==> src/rtl/burnin_pkg.sv <==
package burnin_pkg;
  // Ticks per unit time T: one tick per base-wave edge.
  localparam int unsigned TICKS_PER_T = 2;

  function automatic logic win_hit(input int unsigned ph,
                                   input int unsigned start,
                                   input int unsigned len);
    return (ph >= start) && (ph < start + len);
  endfunction
endpackage

==> src/rtl/bi_div_chain.sv <==
module bi_div_chain #(
  parameter int unsigned STAGES     = 16,
  parameter int unsigned CW         = 21,
  parameter int unsigned FRAME_BITS = 18
) (
  input  logic                  clk,
  input  logic                  rst,
  input  logic                  tick_i,
  output logic [STAGES-1:0]     taps_o,
  output logic                  mode_o,
  output logic [FRAME_BITS-1:0] phase_nxt_o
);
  logic [CW-1:0] cnt_q;
  logic [CW-1:0] cnt_nxt;

  always_comb cnt_nxt = tick_i ? cnt_q + 1'b1 : cnt_q;

  always_ff @(posedge clk) begin
    if (rst) cnt_q <= '0;
    else     cnt_q <= cnt_nxt;
  end

  genvar gi;
  generate
    for (gi = 0; gi < STAGES; gi++) begin : g_tap
      assign taps_o[gi] = cnt_q[gi+1];
    end
  endgenerate

  assign mode_o      = cnt_q[CW-1];
  assign phase_nxt_o = rst ? '0 : cnt_nxt[FRAME_BITS-1:0];

  // count holds without a tick
  a_r2_hold: assert property (@(posedge clk) disable iff (rst)
    !tick_i |=> $stable(cnt_q));
  // second tap rises only when first tap falls on the same edge
  a_r3_same_edge: assert property (@(posedge clk) disable iff (rst)
    $rose(taps_o[1]) |-> $fell(taps_o[0]));
endmodule

==> src/rtl/bi_window_pulse.sv <==
module bi_window_pulse
  import burnin_pkg::*;
#(
  parameter int unsigned PHASE_BITS = 6,
  parameter int unsigned START      = 32,
  parameter int unsigned LEN        = 8
) (
  input  logic                  clk,
  input  logic                  rst,
  input  logic [PHASE_BITS-1:0] phase_nxt_i,
  output logic                  pulse_o
);
  int unsigned ph;
  logic        hit;

  always_comb begin
    ph  = 32'(phase_nxt_i);
    hit = win_hit(ph, START, LEN);
  end

  always_ff @(posedge clk) begin
    if (rst) pulse_o <= 1'b0;
    else     pulse_o <= hit;
  end
endmodule

==> src/rtl/burnin_stim_gen.sv <==
module burnin_stim_gen
  import burnin_pkg::*;
#(
  parameter int unsigned STAGES         = 16,
  parameter int unsigned RST_LEN_T      = 8,
  parameter int unsigned NMI_LEN_T      = 4,
  parameter int unsigned RDY_TAP        = 5,
  parameter int unsigned RDY_LEN_T      = 4,
  parameter int unsigned MODE_SPAN_LOG2 = 3
) (
  input  logic              clk,
  input  logic              rst,
  input  logic              base_tick,
  output logic [STAGES-1:0] div_taps_o,
  output logic              rdy_stim_o,
  output logic              rst_stim_o,
  output logic              nmi_stim_o,
  output logic              mode_sel_o
);
  localparam int unsigned FRAME_BITS = STAGES + 2;
  localparam int unsigned CW         = STAGES + 2 + MODE_SPAN_LOG2;
  localparam int unsigned RST_START  = 1 << STAGES;
  localparam int unsigned NMI_START  = 3 << STAGES;
  localparam int unsigned RDY_BITS   = RDY_TAP + 1;
  localparam int unsigned RDY_START  = 1 << RDY_TAP;

  logic [FRAME_BITS-1:0] phase_nxt;

  bi_div_chain #(.STAGES(STAGES), .CW(CW), .FRAME_BITS(FRAME_BITS)) u_div (
    .clk(clk), .rst(rst), .tick_i(base_tick),
    .taps_o(div_taps_o), .mode_o(mode_sel_o), .phase_nxt_o(phase_nxt)
  );

  bi_window_pulse #(.PHASE_BITS(FRAME_BITS), .START(RST_START),
                    .LEN(RST_LEN_T*TICKS_PER_T)) u_rst_win (
    .clk(clk), .rst(rst), .phase_nxt_i(phase_nxt), .pulse_o(rst_stim_o)
  );

  bi_window_pulse #(.PHASE_BITS(FRAME_BITS), .START(NMI_START),
                    .LEN(NMI_LEN_T*TICKS_PER_T)) u_nmi_win (
    .clk(clk), .rst(rst), .phase_nxt_i(phase_nxt), .pulse_o(nmi_stim_o)
  );

  bi_window_pulse #(.PHASE_BITS(RDY_BITS), .START(RDY_START),
                    .LEN(RDY_LEN_T*TICKS_PER_T)) u_rdy_win (
    .clk(clk), .rst(rst), .phase_nxt_i(phase_nxt[RDY_BITS-1:0]), .pulse_o(rdy_stim_o)
  );

  // everything low after a reset edge
  a_r1_reset_low: assert property (@(posedge clk)
    $past(rst) |-> (div_taps_o == '0 && !rdy_stim_o && !rst_stim_o &&
                    !nmi_stim_o && !mode_sel_o));
  // the two pulses never overlap
  a_r6_no_overlap: assert property (@(posedge clk) disable iff (rst)
    !(rst_stim_o && nmi_stim_o));
  // reset pulse only begins on a tick edge
  a_r4_rise_on_tick: assert property (@(posedge clk) disable iff (rst)
    $rose(rst_stim_o) |-> $past(base_tick));
  // mode level changes only where all taps wrap to zero
  a_r8_mode_at_wrap: assert property (@(posedge clk) disable iff (rst)
    !$stable(mode_sel_o) |-> (div_taps_o == '0));
endmodule

==> config.mk <==
export PLATFORM = sky130hd
export DESIGN_NAME = burnin_stim_gen
export DESIGN_NICKNAME = d
export VERILOG_FILES = /design/src/rtl/burnin_pkg.sv /design/src/rtl/bi_div_chain.sv /design/src/rtl/bi_window_pulse.sv /design/src/rtl/burnin_stim_gen.sv
export SDC_FILE = /design/constraint.sdc
export NUM_CORES = 1
export LEC_CHECK = 0
export BUFFER_PORTS_ARGS = -buffer_cell sky130_fd_sc_hd__buf_4
export CAP_MARGIN = 10
export CORE_MARGIN = 3
export CORE_UTILIZATION = 54
export DETAILED_ROUTE_END_ITERATION = 16
export GPL_TIMING_DRIVEN = 0
export HOLD_SLACK_MARGIN = 0.1
export PLACE_DENSITY = 0.75
export SYNTH_ARGS = -nofsm -noshare
export SYNTH_HDL_FRONTEND = slang
export SYNTH_HIERARCHICAL = 1
export SYNTH_SLANG_ARGS = --single-unit
==> constraint.sdc <==
create_clock -name clk -period 2.6 [get_ports clk]
set_input_delay 0 -clock clk [delete_from_list [all_inputs] [get_ports clk]]
set_output_delay 0 -clock clk [all_outputs]
set_load 0.02 [all_outputs]
# After elaboration in Yosys (flattened, before gate mapping)
# Cells that the tools add are included.
[totals] regBits=24 inputBits=3
[classes] n_addsub=1 n_lt_le_gt_ge=6 mux=2 n_reduce_logical=3
[ops] op="two-way mux 18 bit" n=2
[ops] op="adder 21 x 1 -> 21 bit (second input constant)" n=1
[ops] op=">= comparator 18 x 17 -> 1 bit (second input constant)" n=1
[ops] op=">= comparator 18 bit (second input constant)" n=1
[ops] op="less-than comparator 18 x 17 -> 1 bit (second input constant)" n=1
[ops] op="less-than comparator 18 bit (second input constant)" n=1
[ops] op=">= comparator 6 bit (second input constant)" n=1
[ops] op="less-than comparator 6 bit (second input constant)" n=1
[ops] op="logical AND 1 bit" n=3

# Depth between registers and ports, before layout
# Gate-level depths: netlist of run 1.
[depth] ltp_word=5 depth_mapped=8

# Modules after synthesis
# The synthesis of run 1 kept the hierarchy.
[by_module_without_submodules] module="bi_div_chain" instances=1 cells_each=146 area_per_inst_um2=1176.1 seq_area_each_um2=420.4
[by_module_without_submodules] module="bi_window_pulse at u_rst_win" instances=1 cells_each=6 area_per_inst_um2=61.3 seq_area_each_um2=20.0
[by_module_without_submodules] module="bi_window_pulse at u_nmi_win" instances=1 cells_each=6 area_per_inst_um2=58.8 seq_area_each_um2=20.0
[by_module_without_submodules] module="bi_window_pulse at u_rdy_win" instances=1 cells_each=2 area_per_inst_um2=35.0 seq_area_each_um2=20.0

# Worst setup path after synthesis of run 1
# Ideal clock, no wire load.
[synth_timing] path_type="register to register" start="reg u_div.cnt_q[2]" end="reg u_nmi_win.pulse_o" setup_time_ns=0.116 arrival_ns=2.030 required_time_ns=2.484 setup_slack_ns=0.454 stages_incl_launch_ff=8 period_less_slack_ns=2.146 path_cell_list="dfxtp_1 > nand4_2 > or3_4 > buf_6 > or4_4 > a21oi_1 > nor4b_1 > and4_1"
[synth_via] elab_chain_len=5
[synth_lines] item="start: declaration" line_no="bi_div_chain.sv:13" source="logic [CW-1:0] cnt_q;"
[synth_lines] item="start signal: assignment" line_no="bi_div_chain.sv:20" source="else cnt_q <= cnt_nxt;"
[synth_lines] item="adder 21 x 1 -> 21 bit (*)" line_no="bi_div_chain.sv:16" source="always_comb cnt_nxt = tick_i ? cnt_q + 1'b1 : cnt_q;"
[synth_lines] item="two-way mux 18 bit (*)" line_no="bi_div_chain.sv:16"
[synth_lines] item="two-way mux 18 bit (*)" line_no="bi_div_chain.sv:31" source="assign phase_nxt_o = rst ? '0 : cnt_nxt[FRAME_BITS-1:0];"
[synth_lines] item="net phase_nxt[14]" line_no="burnin_stim_gen.sv:27" source="logic [FRAME_BITS-1:0] phase_nxt;"
[synth_lines] item=">= comparator 18 bit / less-than comparator 18 bit (equally long branches)" line_no="burnin_pkg.sv:8" source="return (ph >= start) && (ph < start + len);"
[synth_lines] item="logical AND 1 bit (*)" line_no="burnin_pkg.sv:8"
[synth_lines] item="end signal: assignment" line_no="bi_window_pulse.sv:23" source="else pulse_o <= hit;"
[synth_lines] item="end: declaration" line_no="bi_window_pulse.sv:11" source="output logic pulse_o"
# Mark *: on every way through the listed nets, which the timed path passes. The rest lies on a longest branch.
# A chain may end at the register's enable or synchronous reset.

# Final worst setup path of run 1
# Ends and elaborated chain as after synthesis.

==> flow_summary.ini, run 1 <==
[critical_path]
rrSetupSlack_ns = 0.20
crit_start = u_div/cnt_q[2]
arrival_ns = 2.67
reg2reg_to = u_nmi_win/pulse_o
end_kind = flop
worstRegToRegCells = 6
crit_fanout = 6
cp.required_ns = 2.86
r2r-start = u_div/cnt_q[2]
cp-start-kind = flop
worstSetupPathType = flop to flop

[clocking]
cts_tree = built
clk_latency_ns = 0.32
post-cts-setup-buffers = 0
cts_buffer_depth = 2
cts_made_buffers = 3
clock-root-buffer = clkbuf_4
htree_levels = 1
cts.sinks = 24
clk_pin_slew_ns = 0.14

[sta]
skew_ns = 0.0102
min_period_over_period_pct = 92.3
hold_viol = 0
rsz0062_at_grt = no
layout_setup_ws_ns = 0.199
tightest_slew_ns = 0.440
maxSlewViolCount = 0
fin_tns_setup_ns = 0
fin_crit_ns = 2.40
max_slew_margin_pct = 70.7
fmax_mhz = 417
setup_viol = 0

[layout]
register_area_sq_um = 480
layout-drive-gt1-share_pct = 26.5
nNetsFinal = 190
instances_no_fill = 213
fillers = 189
multi_input_area_sq_um = 674
syn_to_final_growth_pct = 19.4
n_antenna_cell = 0

[min_path]
holdPathStages = 3
hold_start = rst
min_to = u_rdy_win/pulse_o
hp-class = input port to flop

[place]
pre_cts_slack_ns = 0.239
place_inst = 207
port_buffers = 22
dpl.hpwl_microns = 2150
globalplace.congestion = 0.863

[pwr]
ir_drop_uv = 342
clkPwrFrac_pct = 32.9
switching_share_pct = 22.9
sequentialPowerShare_pct = 61.5
p_sw_mw = 0.140
powerDensity_nw_per_um2 = 388
p_comb_share_pct = 5.6
p_total_mw = 0.612
power_leakage_nw = 0.629
p_int_mw = 0.472

[logic_synthesis]
synth_nets = 161
netlist_instances = 157
synth_warnings = 6
avgSynthCellArea_sq_um = 8.41
syn-cell-area_sq_um = 1320

[routing]
route.antenna.remaining_nets = 0
vias = 1217
routed_via_density = 5.71
wl_per_cell_microns = 13.1
drt_wl_total_microns = 2800
route.detailed.drc = 0
dr.pass1.iters = 6
drtIter0Drc = 37

[global_route]
antenna_found_initial = 0
grt_use_total_pct = 18.8
gr-total-overflow = 0
grt_pass1_vias = 1097
grt_pass1_wl_microns = 4850
grt_max_degree = 14

[status]
outcome = complete, no violations

[job]
max_cap_violations = 0

[floorplan]
die_area_sq_um = 3070
row_count = 17
pin_count = 23
die_x_microns = 55.4
coreArea_sq_um = 2280
initial_utilization_pct = 58.0
die_h_microns = 55.4
sequential cells by signal, indices dropped and copies added, names as in the netlist:
name,flops
u_nmi_win/pulse_o,1
u_rdy_win/pulse_o,1
u_rst_win/pulse_o,1
u_div/cnt_q,21
worst max-delay path by stage:
| stage | to | depth (start not counted) |
|---|---|---|
| floorplan | u_nmi_win/pulse_o | 7 |
| global placement | u_nmi_win/pulse_o | 7 |
| detailed placement | u_rst_win/pulse_o | 7 |
| CTS | u_rst_win/pulse_o | 7 |
| global route | u_nmi_win/pulse_o | 6 |
| finish | u_nmi_win/pulse_o | 6 |
placed cells by master, fill, tap and decap left out, types with 3 or more instances in the layout:
master	instances
nor4_1	6
o31ai_1	6
a21oi_1	16
buf_4	38
clkbuf_1	4
or4_1	5
and4_1	3
nand3_1	6
dfxtp_1	24
nor2_1	21
xor2_1	4
clkbuf_4	3
inv_1	4
nand4_1	4
and3_1	3
xnor2_1	6
nand2_1	7
layout make-up:
type	instances	share of cell area, %
flip-flops and latches	24	30.5
well taps	28	2.22
inverters	4	0.952
multi-input cells	107	42.8
clock buffers	4	2.30
repair buffers	24	11.7
plain buffers	22	9.52
layer usage:
layer	track usage (%)	wire length [microns]	up-vias
met5	0	0	-
met4	6.60	29	0
met3	2.57	129	4
met2	30.6	1300	31
met1	25.4	1340	569
li1	-	-	613
repair_timing:
action                    in CTS  in global routing
gates resized for setup        0                  0
hold endpoints to repair       7                  0
hold buffers                   2                  0
worst max-delay path: stages, from the launching register on:
cell and delay [ns]:
dfxtp_1 0.48, nand4_2 0.21, or3_4 0.45, or4_1 0.54, a21oi_1 0.22, nor4b_1 0.24, and4_1 0.22
power groups by stage:
stage | Combinational (mW) | Sequential [mW] | Clock [mW]
floorplan | 0.0205 | 0.383 | 0
global placement | 0.0315 | 0.384 | 0
detailed placement | 0.0322 | 0.384 | 0
CTS | 0.0347 | 0.376 | 0.209
global route | 0.0377 | 0.377 | 0.219
finish | 0.0344 | 0.376 | 0.201
stage by stage:
step / instance area, sq um / hold WS [ns] / util, %
after floorplan: 1320 / 0.0735 / -
after global routing: 1580 / 0.445 / 69.3
after detailed placement: 1520 / 0.242 / 66.8
final: 1580 / 0.433 / 69.3
after global placement: 1520 / 0.243 / 66.8
after CTS: 1580 / 0.426 / 69.3
Power figures use the tool's default switching activity.
==> run 2: changes to the inputs <==
Settings changed: CORE_UTILIZATION 54 to 49, PLACE_DENSITY 0.75 to 0.69, SLEW_MARGIN set to 25.
==> run 2 against run 1 <==
Against the previous run:
- flip-flop and latch count did not move
- largest power group unchanged
- first-iteration DRC count increased by 8.1%
- largest cell class unchanged
- global-route usage decreased by 0.76 points
- highest routed layer unchanged
- maximum frequency is 2.5% lower
- cell area is 1.2% higher
- register-to-register slack got worse by 0.06 ns
- critical path type unchanged
- final cell count rose by 0.94%
==> flow_summary.ini, run 2 (synthesized netlist as in run 1, its figures left out) <==
[status]
outcome = complete, no violations

[sta]
fin_tns_setup_ns = 0
worst_hold_slack_ns = 0.431
skew_ns = 0.0121
fmax_mhz = 406
rsz0062_at_grt = no
maxSlewViolCount = 0
hold_viol = 0
setup_viol = 0
tightest_slew_ns = 0.468
fin_crit_ns = 2.46
max_slew_margin_pct = 68.4
min_period_over_period_pct = 94.8

[critical_path]
end_kind = flop
cp_cell_sequence = nand4_2 -> or3_4 -> or4_1 -> a21oi_1 -> nor4b_1 -> and4_1
critical_path_buf_inv_count = 0
critPathMaxStageDelay_ns = 0.54
crit_family = simple AND/OR/NAND/NOR gates
worstSetupPathType = flop to flop
cp-start-kind = flop
cp.required_ns = 2.87
arrival_ns = 2.73
crit_fanout = 6
slowest_stage = or4_1

[place]
port_buffers = 22
dpl.hpwl_microns = 2230
globalplace.congestion = 0.829

[routing]
dr.pass1.iters = 4
drt_wl_total_microns = 2910
route.antenna.remaining_nets = 0
vias = 1199
routed_via_density = 5.58
wl_per_cell_microns = 13.5
route.detailed.drc = 0
drtIter0Drc = 40

[layout]
nNetsFinal = 190
layout-drive-gt1-share_pct = 26.5
mostFrequentLayoutCell = buf_4
syn_to_final_growth_pct = 20.9
n_antenna_cell = 0
top_register = u_div/cnt_q
layout_common_cells = buf_4, dfxtp_1, nor2_1, a21oi_1, nand2_1
fillers = 222
largest_reg_flops = 21

[floorplan]
row_count = 18
pin_count = 23
die_h_microns = 57.9
die_area_sq_um = 3350
initial_utilization_pct = 52.3
die_x_microns = 57.9
coreArea_sq_um = 2520

[pwr]
power_leakage_nw = 0.636
ir_drop_uv = 501
powerDensity_nw_per_um2 = 429

[clocking]
clk_pin_slew_ns = 0.14
hold_buffers = 2
clk_latency_ns = 0.33
clock-root-buffer = clkbuf_4
cts_made_buffers = 3
cts_tree = built
htree_levels = 1
cts.sinks = 24
post-cts-setup-buffers = 0
cts_buffer_depth = 2
post_cts_resized = 0

[global_route]
gr-total-overflow = 0
grt_pass1_vias = 1121
grt_max_degree = 15
grt_use_total_pct = 18.1
antenna_found_initial = 0
grt_pass1_wl_microns = 4860

[job]
max_cap_violations = 0

[min_path]
hp-class = input port to flop
## run 2: cell types whose count changed in the layout (fill, tap and decap cells not counted), sizes merged
cell    previous run  this run
bufinv             0         1
clkbuf             8         7
## run 2: final cells by class
type                    count  area (sq um)  share of cell area [%]
repair buffers             24           185                    11.6
well taps                  30          37.5                    2.35
clock inverters             1          30.0                    1.88
inverters                   4          15.0                   0.941
multi-input cells         107           674                    42.3
flip-flops and latches     24           480                    30.1
clock buffers               3          22.5                    1.41
plain buffers              22           150                    9.41
## run 2: worst paths after layout
path	to	cells past startpoint	slack, ns	startpoint
worst max-delay path	u_nmi_win/pulse_o	6	0.14	u_div/cnt_q[2]
worst min-delay path	u_rdy_win/pulse_o	3	0.43	rst
worst max register to register	u_nmi_win/pulse_o	6	0.14	u_div/cnt_q[2]
worst min register to register	u_div/cnt_q[19]	2	0.49	u_div/cnt_q[19]
## run 2: power by group
group,internal [mW],switching [mW]
Clock,0.156,0.118
Sequential,0.371,0.00518
Combinational,0.0148,0.0195
## run 2: layer usage
| metal | global-route usage, % | vias up | part of all wire [%] | wire, microns |
|---|---|---|---|---|
| met2 | 31.6 | 34 | 48 | 1400 |
| li1 | - | 611 | - | - |
| met4 | 3.31 | 0 | 0.38 | 11 |
| met5 | 0 | - | 0 | 0 |
| met3 | 4.01 | 2 | 5.2 | 151 |
| met1 | 22.9 | 552 | 46 | 1340 |
## run 2: worst reg2reg max path: cells and delay by family (launching register included)
family           cells  cell delay [ns]
AO/OA/AOI/OAI        1             0.24
flip-flops           1             0.48
AND/OR/NAND/NOR      5             1.69
## run 2: per-stage QoR
stage          setup WS, ns  std cells  power (mW)  instance area, sq um  util [%]
5_1_grt            0.000291        215       0.706                  1600      63.2
3_3_place_gp          0.243        209       0.416                  1520      60.4
3_5_place_dp          0.205        209       0.417                  1520      60.4
6_report              0.136        215       0.685                  1600      63.2
2_1_floorplan         0.454        157       0.404                  1320         -
4_1_cts               0.144        215       0.690                  1600      63.2
